**src/rtl/cs_pkg.sv**
```systemverilog
package cs_pkg;
  localparam int REG_W  = 8;
  localparam int WS_W   = 3;
  localparam int EN_BIT = 3;
  localparam int IO_BIT = 4;
  localparam int WS_LSB = 5;

  typedef enum logic [1:0] {
    SEL_CTRL = 2'd0,
    SEL_LO   = 2'd1,
    SEL_HI   = 2'd2,
    SEL_NONE = 2'd3
  } reg_sel_e;

  // inclusive page window test
  function automatic logic page_in_window(input logic [REG_W-1:0] lo,
                                          input logic [REG_W-1:0] hi,
                                          input logic [REG_W-1:0] page);
    return (page >= lo) && (page <= hi);
  endfunction

  // 16-byte I/O window test against a 16-bit base
  function automatic logic io_window_hit(input logic [2*REG_W-1:0] base,
                                         input logic [2*REG_W-1:0] a);
    return base == a;
  endfunction

  // counter preload for a nonzero wait count
  function automatic logic [WS_W-1:0] wait_preload(input logic [WS_W-1:0] n);
    return n - WS_W'(1);
  endfunction
endpackage

```
**src/rtl/cs_regfile.sv**
```systemverilog
module cs_regfile
  import cs_pkg::*;
#(
  parameter int NCH = 4,
  localparam int CHW = (NCH > 1) ? $clog2(NCH) : 1
) (
  input  logic             clk,
  input  logic             rst_n,
  input  logic             we,
  input  logic [CHW-1:0]   ch,
  input  reg_sel_e         sel,
  input  logic [REG_W-1:0] wdata,
  output logic [NCH-1:0]   en,
  output logic [NCH-1:0]   io_sp,
  output logic [WS_W-1:0]  ws    [NCH],
  output logic [REG_W-1:0] lo    [NCH],
  output logic [REG_W-1:0] hi    [NCH]
);
  always_ff @(posedge clk or negedge rst_n) begin
    if (!rst_n) begin
      en    <= '0;
      io_sp <= '0;
      for (int i = 0; i < NCH; i++) begin
        ws[i] <= '0;
        lo[i] <= '0;
        hi[i] <= '0;
      end
    end else if (we) begin
      for (int i = 0; i < NCH; i++) begin
        if (ch == CHW'(i)) begin
          case (sel)
            SEL_CTRL: begin
              en[i]    <= wdata[EN_BIT];
              io_sp[i] <= wdata[IO_BIT];
              ws[i]    <= wdata[WS_LSB +: WS_W];
            end
            SEL_LO:  lo[i] <= wdata;
            SEL_HI:  hi[i] <= wdata;
            default: ;
          endcase
        end
      end
    end
  end

  for (genvar i = 0; i < NCH; i++) begin : g_chk

    ctrl_write_chk: assert property (@(posedge clk) disable iff (!rst_n)
      (we && ch == CHW'(i) && sel == SEL_CTRL) |=>
        (en[i] == $past(wdata[EN_BIT]) && ws[i] == $past(wdata[WS_LSB +: WS_W])));

    none_sel_chk: assert property (@(posedge clk) disable iff (!rst_n)
      (we && sel == SEL_NONE) |=> ($stable(lo[i]) && $stable(hi[i]) && $stable(en[i])));
  end
endmodule

```
**src/rtl/cs_match.sv**
```systemverilog
module cs_match
  import cs_pkg::*;
#(
  parameter int NCH = 4,
  parameter int AW  = 24
) (
  input  logic [AW-1:4]    addr,
  input  logic             mem_cyc,
  input  logic             io_cyc,
  input  logic             ram_hit,
  input  logic [NCH-1:0]   en,
  input  logic [NCH-1:0]   io_sp,
  input  logic [REG_W-1:0] lo [NCH],
  input  logic [REG_W-1:0] hi [NCH],
  output logic [NCH-1:0]   hit
);
  localparam int PAGE_LSB = AW - REG_W;

  logic [REG_W-1:0]   page;
  logic [2*REG_W-1:0] io_a;
  assign page = addr[AW-1:PAGE_LSB];
  assign io_a = addr[2*REG_W+3:4];

  for (genvar i = 0; i < NCH; i++) begin : g_ch
    logic mem_ok, io_ok;
    assign mem_ok = !io_sp[i] && mem_cyc && !ram_hit && page_in_window(lo[i], hi[i], page);
    assign io_ok  = io_sp[i] && io_cyc && io_window_hit({hi[i], lo[i]}, io_a);
    assign hit[i] = en[i] && (mem_ok || io_ok);
  end
endmodule

```
**src/rtl/cs_prio.sv**
```systemverilog
module cs_prio #(
  parameter int NCH = 4
) (
  input  logic           clk,
  input  logic           rst_n,
  input  logic [NCH-1:0] hit,
  output logic [NCH-1:0] grant
);
  always_comb begin
    grant = '0;
    for (int i = NCH - 1; i >= 0; i--) begin
      if (hit[i]) grant = NCH'(1) << i;
    end
  end


  one_winner_chk: assert property (@(posedge clk) disable iff (!rst_n)
    $onehot0(grant) && ((grant & ~hit) == '0));

  no_lost_hit_chk: assert property (@(posedge clk) disable iff (!rst_n)
    (hit != '0) |-> (grant != '0));
endmodule

```
**src/rtl/cs_wait.sv**
```systemverilog
module cs_wait
  import cs_pkg::*;
(
  input  logic            clk,
  input  logic            rst_n,
  input  logic            req,
  input  logic [WS_W-1:0] ws,
  output logic            ready
);
  logic            busy_q;
  logic [WS_W-1:0] cnt_q;
  logic            start;

  assign start = req && !busy_q;
  assign ready = req && (busy_q ? (cnt_q == '0) : (ws == '0));

  always_ff @(posedge clk or negedge rst_n) begin
    if (!rst_n) begin
      busy_q <= 1'b0;
      cnt_q  <= '0;
    end else if (start && ws != '0) begin
      busy_q <= 1'b1;
      cnt_q  <= wait_preload(ws);
    end else if (busy_q) begin
      if (cnt_q != '0) cnt_q  <= cnt_q - WS_W'(1);
      else             busy_q <= 1'b0;
    end
  end


  countdown_chk: assert property (@(posedge clk) disable iff (!rst_n)
    (busy_q && cnt_q != '0) |=> (busy_q && cnt_q == $past(cnt_q) - WS_W'(1)));

  hold_low_chk: assert property (@(posedge clk) disable iff (!rst_n)
    ((start && ws != '0) || (busy_q && cnt_q != '0)) |-> !ready);

  ready_needs_req_chk: assert property (@(posedge clk) disable iff (!rst_n)
    ready |-> req);
endmodule

```
**src/rtl/cs_wait_gen.sv**
```systemverilog
module cs_wait_gen
  import cs_pkg::*;
#(
  parameter int NCH = 4,
  parameter int AW  = 24,
  localparam int CHW = (NCH > 1) ? $clog2(NCH) : 1
) (
  input  logic             clk,
  input  logic             rst_n,
  input  logic             cfg_we,
  input  logic [CHW+1:0]   cfg_addr,
  input  logic [REG_W-1:0] cfg_wdata,
  input  logic [AW-1:4]    bus_addr,
  input  logic             mem_req,
  input  logic             io_req,
  input  logic             ram_hit,
  output logic [NCH-1:0]   cs_n,
  output logic             mreq_n,
  output logic             iorq_n,
  output logic             ready
);
  logic [NCH-1:0]   en, io_sp, hit, grant;
  logic [WS_W-1:0]  ws [NCH];
  logic [REG_W-1:0] lo [NCH];
  logic [REG_W-1:0] hi [NCH];
  logic [WS_W-1:0]  win_ws;
  logic             io_cyc;
  reg_sel_e         sel;

  assign io_cyc = io_req && !mem_req;
  assign sel    = reg_sel_e'(cfg_addr[1:0]);

  cs_regfile #(.NCH(NCH)) u_regs (
    .clk(clk), .rst_n(rst_n), .we(cfg_we), .ch(cfg_addr[CHW+1:2]), .sel(sel),
    .wdata(cfg_wdata), .en(en), .io_sp(io_sp), .ws(ws), .lo(lo), .hi(hi)
  );

  cs_match #(.NCH(NCH), .AW(AW)) u_match (
    .addr(bus_addr), .mem_cyc(mem_req), .io_cyc(io_cyc), .ram_hit(ram_hit),
    .en(en), .io_sp(io_sp), .lo(lo), .hi(hi), .hit(hit)
  );

  cs_prio #(.NCH(NCH)) u_prio (
    .clk(clk), .rst_n(rst_n), .hit(hit), .grant(grant)
  );

  always_comb begin
    win_ws = '0;
    for (int i = 0; i < NCH; i++) begin
      if (grant[i]) win_ws = ws[i];
    end
  end

  cs_wait u_wait (
    .clk(clk), .rst_n(rst_n), .req(mem_req || io_req), .ws(win_ws), .ready(ready)
  );

  assign cs_n   = ~grant;
  assign mreq_n = ~mem_req;
  assign iorq_n = ~io_cyc;


  strobe_with_cs_chk: assert property (@(posedge clk) disable iff (!rst_n)
    (cs_n != '1) |-> (!mreq_n || !iorq_n));

  ram_override_chk: assert property (@(posedge clk) disable iff (!rst_n)
    (ram_hit && mem_req) |-> (cs_n == '1));

  disabled_quiet_chk: assert property (@(posedge clk) disable iff (!rst_n)
    ((~cs_n & ~en) == '0));
endmodule

```
**config.mk**
```make
export PLATFORM = sky130hd
export DESIGN_NAME = cs_wait_gen
export DESIGN_NICKNAME = d
export VERILOG_FILES = /design/src/rtl/cs_pkg.sv /design/src/rtl/cs_regfile.sv /design/src/rtl/cs_match.sv /design/src/rtl/cs_prio.sv /design/src/rtl/cs_wait.sv /design/src/rtl/cs_wait_gen.sv
export SDC_FILE = /design/constraint.sdc
export NUM_CORES = 1
export LEC_CHECK = 0
export ABC_AREA = 1
export BUFFER_PORTS_ARGS = -buffer_cell sky130_fd_sc_hd__buf_4
export CAP_MARGIN = 25
export CORE_ASPECT_RATIO = 1.4
export CORE_MARGIN = 3
export CORE_UTILIZATION = 66
export CTS_CLUSTER_SIZE = 28
export DETAILED_ROUTE_END_ITERATION = 8
export PLACE_DENSITY_LB_ADDON = 0.08
export SKIP_LAST_GASP = 1
export SYNTH_ARGS = -nofsm -noshare
export SYNTH_HDL_FRONTEND = slang
export SYNTH_SLANG_ARGS = --single-unit
```
**constraint.sdc**
```tcl
create_clock -name clk -period 7.3 [get_ports clk]
set_clock_uncertainty 0.05 [all_clocks]
set_input_delay 1.095 -clock clk [delete_from_list [all_inputs] [get_ports clk]]
set_output_delay 1.095 -clock clk [all_outputs]
set_load 0.02 [all_outputs]
```
==> results of run 1 <==
-- registers in the layout, summed over array words and instances, names as in the netlist --
signal and flops:
u_regs.ws 12, u_regs.lo 32, u_wait.cnt_q 3, u_regs.io_sp 4, u_regs.en 4, u_wait.busy_q 1
u_regs.hi 32
-- stage by stage --
stage	instances	setup slack (ns)	area (sq um)
2_1_floorplan	834	3.13	6140
3_3_place_gp	975	2.93	6560
3_5_place_dp	975	2.89	6560
4_1_cts	991	2.89	6850
5_1_grt	992	2.67	6850
6_report	992	2.89	6850
-- cells in the final DEF (no fill, tap or decap), types with 6 or more instances in the layout --
cell       count
nand2_1      258
inv_1        109
dfrtp_1       88
o21ai_0       83
nor2_1        78
ha_1          65
buf_4         47
xor2_1        42
a21oi_1       20
nand3_1       18
inv_2         12
clkbuf_16      9
nand4_1        8
nand2_2        6
-- kinds of logic (layout without fill, tap and decap cells) --
family / count (synthesis) / count (layout) / synth area share
xor+xnor: 45 / 45 / 0.0642
fa+ha+maj: 65 / 65 / 0.132
buf+inv: 133 / 184 / 0.0832
compound gates: 117 / 117 / 0.103
flops: 88 / 88 / 0.359
simple gates: 386 / 386 / 0.259
-- critical path: cells and delay by family --
family          cells  cell delay, ns
compound gates      1            0.16
fa+ha+maj           1            0.32
buf+inv             4            0.42
simple gates       14            1.26
-- routing by layer --
layer | part of all wire | global-route usage
met1 | 0.39 | 0.377
met2 | 0.52 | 0.556
met3 | 0.051 | 0.0488
met4 | 0.032 | 0.145
met5 | 0 | 0
-- power by group --
part           internal (uW)  leakage (uW)  switching [uW]
logic                    226       0.00246             330
registers                598       0.00110            93.3
clock network            242      0.000136             199
total                   1070       0.00370             622
-- area by class of cell --
| class | instances | share of cell area |
|---|---|---|
| Multi-Input combinational cell | 613 | 0.500 |
| Tap cell | 107 | 0.0195 |
| Inverter | 121 | 0.0663 |
| Timing Repair Buffer | 47 | 0.0515 |
| Clock buffer | 11 | 0.0354 |
| Clock inverter | 5 | 0.00621 |
| Sequential cell | 88 | 0.321 |
-- how the worst max path moves through the flow --
stage	start	end	cells past startpoint
final	bus_addr[21]	ready	20
after global routing	bus_addr[21]	ready	20
after CTS	bus_addr[23]	ready	19
after detailed placement	bus_addr[23]	ready	19
after global placement	bus_addr[23]	ready	19
after floorplan	bus_addr[23]	ready	17
==> metrics, run 1 <==
status complete, no violations; PD cells around 250 mW/mm^2; Final GP Congestion around 0.92; Reg-to-Reg End u_wait.cnt_q[2]$_DFFE_PN0P_; min Tclk post-route 4.41 ns; final WL between 15 and 20 mm; worst hold path class reg2reg; Core Util, Final 0.759; worst hold endpoint u_regs.ws[1]$_DFFE_PN0P_; initial drt markers roughly 380; Mean Syn Cell Area 7.36 sq um; worst r2r src u_regs.lo[29]$_DFFE_PN0P_; warnings from Yosys 0; Initial Utilization 0.680; Design Power between 1500 and 2000 uW; critical path, cell by cell buf_4 -> ha_1 -> a21oi_1 -> nor2_1 -> nor2_1 -> nand3_1 -> nand3_1 -> nand2_2 -> nand2_4 -> inv_1 -> nand2_1 -> nand2_1 -> inv_1 -> nand2_1 -> nor2_4 -> nand3_2 -> nand2_4 -> nand2_4 -> nor2_1 -> buf_4; vias in the first global route 5474; sequential area share after synthesis 0.359; Synth area leader dfrtp_1; Slowest cell on crit path ha_1; H-tree depth 3; drt drc 0; final worst-path cycle share 0.604; Die H between 100 and 150 um; worst reg2reg setup slack 4.42 ns; Routed Antenna Nets 0; Seq cells post-synth between 80 and 90; Post-synth EDFFs 0; Synth Cell Area 0.00614 sq mm; synth top area cells dfrtp_1 36%, nand2_1 16%, ha_1 13%; Pre-Repair DR Iteration Count 5; clk buf depth 2; Yosys top cell area share 0.359; DR vias/cell ~5.6; Fmax between 200 and 250 MHz; count leader, synth nand2_1; most used flip-flop cell after synthesis dfrtp_1; # fillers around 700; endpoints failing setup 0; library cells used by synthesis 31; WHS Path Cells 2; largest net degree at the start of global routing 52; worst r2r path cells 25; Max stage delay on crit path roughly 0.32 ns; worst-margin pin slew around 0.97 ns; WS Path Type in2out; diode count 0; total negative slack 0 ns; Rows just over 40; Final #Nets between 900 and 1000; critical path arrival 3.26 ns; die area between 0.01 and 0.015 sq mm; Root Driver clkbuf_16; wire per inst roughly 16 um; first-pass GRT wire length ~26 mm; Port Buffer Count 44; antenna violations before repair 0; clk slew on worst S/H paths 0.06 ns; Top-Level Pins 45; die width approximately 90 um; Gates resized, CTS repair 0; Synth top cells by count 258 x nand2_1, 109 x inv_1, 88 x dfrtp_1; max cap viols 0; routed vias between 5000 and 6000; Multi-input gate area around 0.0034 sq mm; crit path capture type primary output; layout cells sized above 1 0.107; Required @ worst endpoint about 6 ns; max-slew violation count 0; Fin Hold WS 0.439 ns; Hold Crit Start u_regs.ws[1]$_DFFE_PN0P_; Syn Inst Count ~830; startpoint types input port; CTS tree done; total track usage 0.319; FF+latch area roughly 0.0022 sq mm; Post-synth ARST share 1.00; clock sinks between 80 and 90; CTS buffer count 9; CTS Hold Bufs 0; CP max FO 8; core area around 0.009 sq mm; clock latency on the worst-skew pair about 0.35 ns; worst vdd ir between 0.15 and 0.2 mV; LEAKAGE between 0.003 and 0.004 uW; Worst slew margin 0.353; syn_nets between 900 and 1000; RSZ-0062 raised after global routing no; GRT overflow 0; P&R area growth vs syn 11.7%; hpwl dp 12.0 mm; Fin. Hold Viols 0; Setup Buffers After CTS 0
Power figures use the tool's default switching activity.
==> inputs of run 2 (changes only) <==
Settings changed: CORE_UTILIZATION 66 to 61.
Clock period 7.3 ns to 4.1 ns, I/O delays scaled along.
==> metrics, run 2 (synthesis gave the netlist of run 1 again) <==
Design Power approximately 3100 uW; Routed Antenna Nets 0; status complete, no violations; DR vias/cell between 5 and 6; critical path arrival 2.84 ns; Gates resized, CTS repair 0; max cap viols 0; total track usage 0.300; CTS Hold Bufs 0; worst hold path class in2async; met1 Track Usage GR 0.361; Initial Utilization 0.638; Fmax 285 MHz; clock latency on the worst-skew pair 0.35 ns; Port Buffer Count 44; hpwl dp approximately 12 mm; Final #Nets between 900 and 1000; Pre-Repair DR Iteration Count 5; layout cells sized above 1 0.106; P&R area growth vs syn 12.4%; # fillers 816; CP max FO 13; Root Driver clkbuf_16; antenna violations before repair 0; drt drc 0; GRT overflow 0; largest net degree at the start of global routing 70; max-slew violation count 0; min Tclk post-route approximately 3.5 ns; Setup Buffers After CTS 0; Die H ~120 um; biggest regs u_regs.hi x32, u_regs.lo x32, u_regs.ws x12; Fin. Hold Viols 0; most frequent cells in the layout 258 x nand2_1, 109 x inv_1, 88 x dfrtp_1; first-pass GRT wire length ~27 mm; initial drt markers roughly 450; H-tree depth 3; total negative slack 0 ns; worst vdd ir between 0.2 and 0.3 mV; routed vias around 5500; met3 Use GR 0.0332; Rows 42; clk slew on worst S/H paths 0.07 ns; crit path capture type primary output; grt met2 use 0.509; Final GP Congestion roughly 0.94; die width about 91 um; final worst-path cycle share 0.855; final WL 16.0 mm; clock sinks 88; CTS buffer count 9; wire per inst about 16 um; GRT busiest layer met2; LEAKAGE roughly 0.0037 uW; WS Path Type in2out; vias in the first global route approximately 5500; core area around 0.0096 sq mm; endpoints failing setup 0; Fin Hold WS ~0.32 ns; worst-margin pin slew around 1.0 ns; Top-Level Pins 45; most common cell after layout, fill and taps aside nand2_1; Required @ worst endpoint between 3 and 4 ns; CTS tree done; die area between 0.01 and 0.015 sq mm; Worst slew margin 0.320; PD cells 445 mW/mm^2; clk buf depth 2; startpoint types input port; diode count 0; RSZ-0062 raised after global routing no
-- run 2: cell count changes in the layout (fill, tap and decap cells not counted) --
cell	change
clkinv_4	-3
bufinv_16	+1
buf_4	-1
inv_6	+2
-- run 2: metrics by stage --
step	setup slack, ns	utilization	cells	cell area, sq um
CTS	0.614	0.717	1016	6900
finish	0.596	0.717	1016	6900
global placement	0.656	0.686	1000	6590
detailed placement	0.623	0.686	1000	6590
global route	0.361	0.717	1016	6900
floorplan	0.887	-	834	6140
-- run 2: worst max-delay path, cell delays in order --
cell and delay [ns]:
buf_4 0.20, ha_1 0.34, a21oi_1 0.22, nand2_1 0.08, nand2_1 0.09, nand3_1 0.07, nand3_1 0.09, nand2_2 0.07
nand2_4 0.11, inv_1 0.06, nand2_1 0.05, nand2_1 0.07, inv_2 0.04, nand2_1 0.07, nor2_2 0.11, nand3_2 0.11
nand2_4 0.11, nand2_4 0.07, nor2_1 0.10, buf_4 0.14
-- run 2: layout make-up --
cell class | instances | area, sq um | area share
timing repair buffer | 46 | 345 | 0.0501
clock inverter | 5 | 63.8 | 0.00925
clock buffer | 11 | 243 | 0.0352
multi-input combinational | 613 | 3430 | 0.497
inverter | 121 | 454 | 0.0658
tap | 132 | 165 | 0.0239
sequential | 88 | 2200 | 0.319
-- run 2: power breakdown --
part | switching [uW] | internal, uW
Combinational | 590 | 403
Clock | 354 | 494
Sequential | 167 | 1060
Total | 1110 | 1960
-- run 2: worst paths after layout --
| kind | cells past startpoint | slack [ns] | startpoint | end |
|---|---|---|---|---|
| max | 20 | 0.60 | bus_addr[19] | ready |
| min | 1 | 0.32 | rst_n | u_regs.lo[8]$_DFFE_PN0P_ |
| max reg2reg | 24 | 1.15 | u_regs.lo[31]$_DFFE_PN0P_ | u_wait.cnt_q[2]$_DFFE_PN0P_ |
| min reg2reg | 2 | 0.44 | u_regs.hi[25]$_DFFE_PN0P_ | u_regs.hi[25]$_DFFE_PN0P_ |
| max in group asynchronous | 2 | 2.84 | rst_n | u_regs.hi[27]$_DFFE_PN0P_ |
| min in group clk | 2 | 0.44 | u_regs.hi[25]$_DFFE_PN0P_ | u_regs.hi[25]$_DFFE_PN0P_ |
-- run 2: per-layer routing --
layer | up-vias | part of all wire | wire [um]
met4 | 0 | 0.053 | 851
met5 | - | 0 | 0
met2 | 157 | 0.49 | 7920
li1 | 2703 | - | -
met3 | 53 | 0.050 | 793
met1 | 2566 | 0.40 | 6440
==> inputs of run 3 (changes only) <==
Settings changed: CORE_UTILIZATION 61 to 63, CTS_BUF_LIST set to sky130_fd_sc_hd__clkbuf_2.
==> metrics, run 3 (synthesis gave the netlist of run 1 again) <==
LEAKAGE between 0.003 and 0.004 uW; Initial Utilization 0.649; die area about 0.011 sq mm; clock latency on the worst-skew pair 0.61 ns; hpwl dp 12.1 mm; status complete, no violations; worst vdd ir 0.266 mV; clk buf depth 2; CTS buffer count 9; worst-margin pin slew 1.08 ns; Final #Nets 983; critical path, cell by cell inv_1 -> ha_1 -> a21o_1 -> nor2_1 -> nand3_1 -> nand3_1 -> nand2_2 -> nand2_4 -> inv_1 -> nand2_1 -> nand2_1 -> inv_1 -> nand2_1 -> nor2_4 -> nand3_2 -> nand2_4 -> nand2_4 -> nor2_1 -> buf_4; Rows between 40 and 50; Routed Antenna Nets 0; Slowest cell on crit path dfrtp_1; WS Path Type reg2out; startpoint types flop; antenna violations before repair 1; drt drc 0; first-pass GRT wire length 25.3 mm; min Tclk post-route ~3.8 ns; initial drt markers between 300 and 400; Final GP Congestion between 0.9 and 1; P&R area growth vs syn 8.64%; endpoints failing setup 0; Area after DPL approximately 0.0066 sq mm; Setup Buffers After CTS 0; final worst-path cycle share 0.932; worst hold path class in2reg; H-tree depth 3; max cap viols 0; most common cell after layout, fill and taps aside nand2_1; core area between 0.009 and 0.01 sq mm; Die H approximately 120 um; CP max FO 8; Required @ worst endpoint between 3 and 4 ns; Final WS setup around 0.28 ns; placed cells ~980; Root Driver clkbuf_2; wire per inst around 16 um; most frequent cells in the layout 258 x nand2_1, 109 x inv_1, 88 x dfrtp_1; max-slew violation count 0; RSZ-0062 raised after global routing no; Worst slew margin 0.280; clock sinks between 80 and 90; total track usage 0.303; Fmax roughly 260 MHz; post-route cell area approximately 0.0067 sq mm; Port Buffer Count between 40 and 50; Fin. Hold Viols 0; biggest regs u_regs.hi x32, u_regs.lo x32, u_regs.ws x12; die width 89.4 um; dpl ws around 0.62 ns; Max stage delay on crit path roughly 0.46 ns; vias in the first global route around 5400; final WL ~16 mm; routed vias around 5500; total negative slack 0 ns; GRT overflow 0; Top-Level Pins between 40 and 50; Pre-Repair DR Iteration Count 5; PD cells roughly 390 mW/mm^2; Finished Layout Cells roughly 1000; clk slew on worst S/H paths around 0.27 ns; CTS tree done; largest net degree at the start of global routing 61; Design Power between 2000 and 3000 uW; crit path capture type primary output; layout cells sized above 1 0.105; DR vias/cell approximately 5.5; critical path arrival 3.15 ns
run 3: cell types whose count changed in the layout (fill, tap and decap cells not counted):
cell and delta:
clkbuf_16 -9, clkinv_2 +1, clkbuf_8 -1, dlygate4sd3_1 +1
clkinv_1 +2, clkbuf_2 +9, clkbuf_1 -1, diode_2 +1
bufinv_16 -1
run 3: layer usage:
| metal | track usage | part of all wire |
|---|---|---|
| met3 | 0.0322 | 0.044 |
| met1 | 0.373 | 0.41 |
| met4 | 0.171 | 0.045 |
| met5 | 0 | 0 |
| met2 | 0.507 | 0.50 |
run 3: through the flow:
| step | utilization | hold WS, ns |
|---|---|---|
| final | 0.705 | 0.160 |
| after CTS | 0.705 | 0.132 |
| after detailed placement | 0.694 | 0.428 |
| after global placement | 0.694 | 0.413 |
| after global routing | 0.705 | 0.172 |
| after floorplan | - | 0.269 |
run 3: where the power goes:
group / internal (uW) / total, uW / switching, uW / leakage (uW)
clock: 80.3 / 400 / 320 / 0.0000578
sequential: 1060 / 1220 / 163 / 0.00110
combinational: 402 / 992 / 591 / 0.00246
total: 1540 / 2620 / 1070 / 0.00362
run 3: repair_timing:
item                                   CTS  global route
endpoints found under the hold margin   20             0
hold buffers                             1             0
gates resized for setup                  0             0
run 3: layout make-up:
type	instances	area (sq um)
Multi-Input combinational cell	613	3430
Fill cell	827	2790
Sequential cell	88	2200
Inverter	121	454
Timing Repair Buffer	47	355
Tap cell	110	138
Clock inverter	7	46.3
Clock buffer	9	45.0
Antenna cell	1	2.50
run 3: worst paths after layout:
check,start,to,slack (ns),depth (start not counted)
hold reg to reg,u_regs.en[3]$_DFFE_PN0P_,u_regs.en[3]$_DFFE_PN0P_,0.47,2
max in group asynchronous,rst_n,u_regs.hi[20]$_DFFE_PN0P_,2.57,3
min in group asynchronous,rst_n,u_regs.lo[8]$_DFFE_PN0P_,0.52,2
setup / recovery,u_regs.lo[31]$_DFFE_PN0P_,ready,0.28,19
hold / removal,cfg_wdata[6],u_regs.lo[14]$_DFFE_PN0P_,0.16,3
setup reg to reg,u_regs.lo[31]$_DFFE_PN0P_,u_wait.cnt_q[2]$_DFFE_PN0P_,1.12,24
run 3: worst max-delay path, delay by kind of cell (launching register included):
family / cells / cell delay (ns)
DFF: 1 / 0.46
and+or+nand+nor: 13 / 1.27
adders and majority gates: 1 / 0.29
buffers and inverters: 4 / 0.33
AOI/OAI and AO/OA: 1 / 0.21
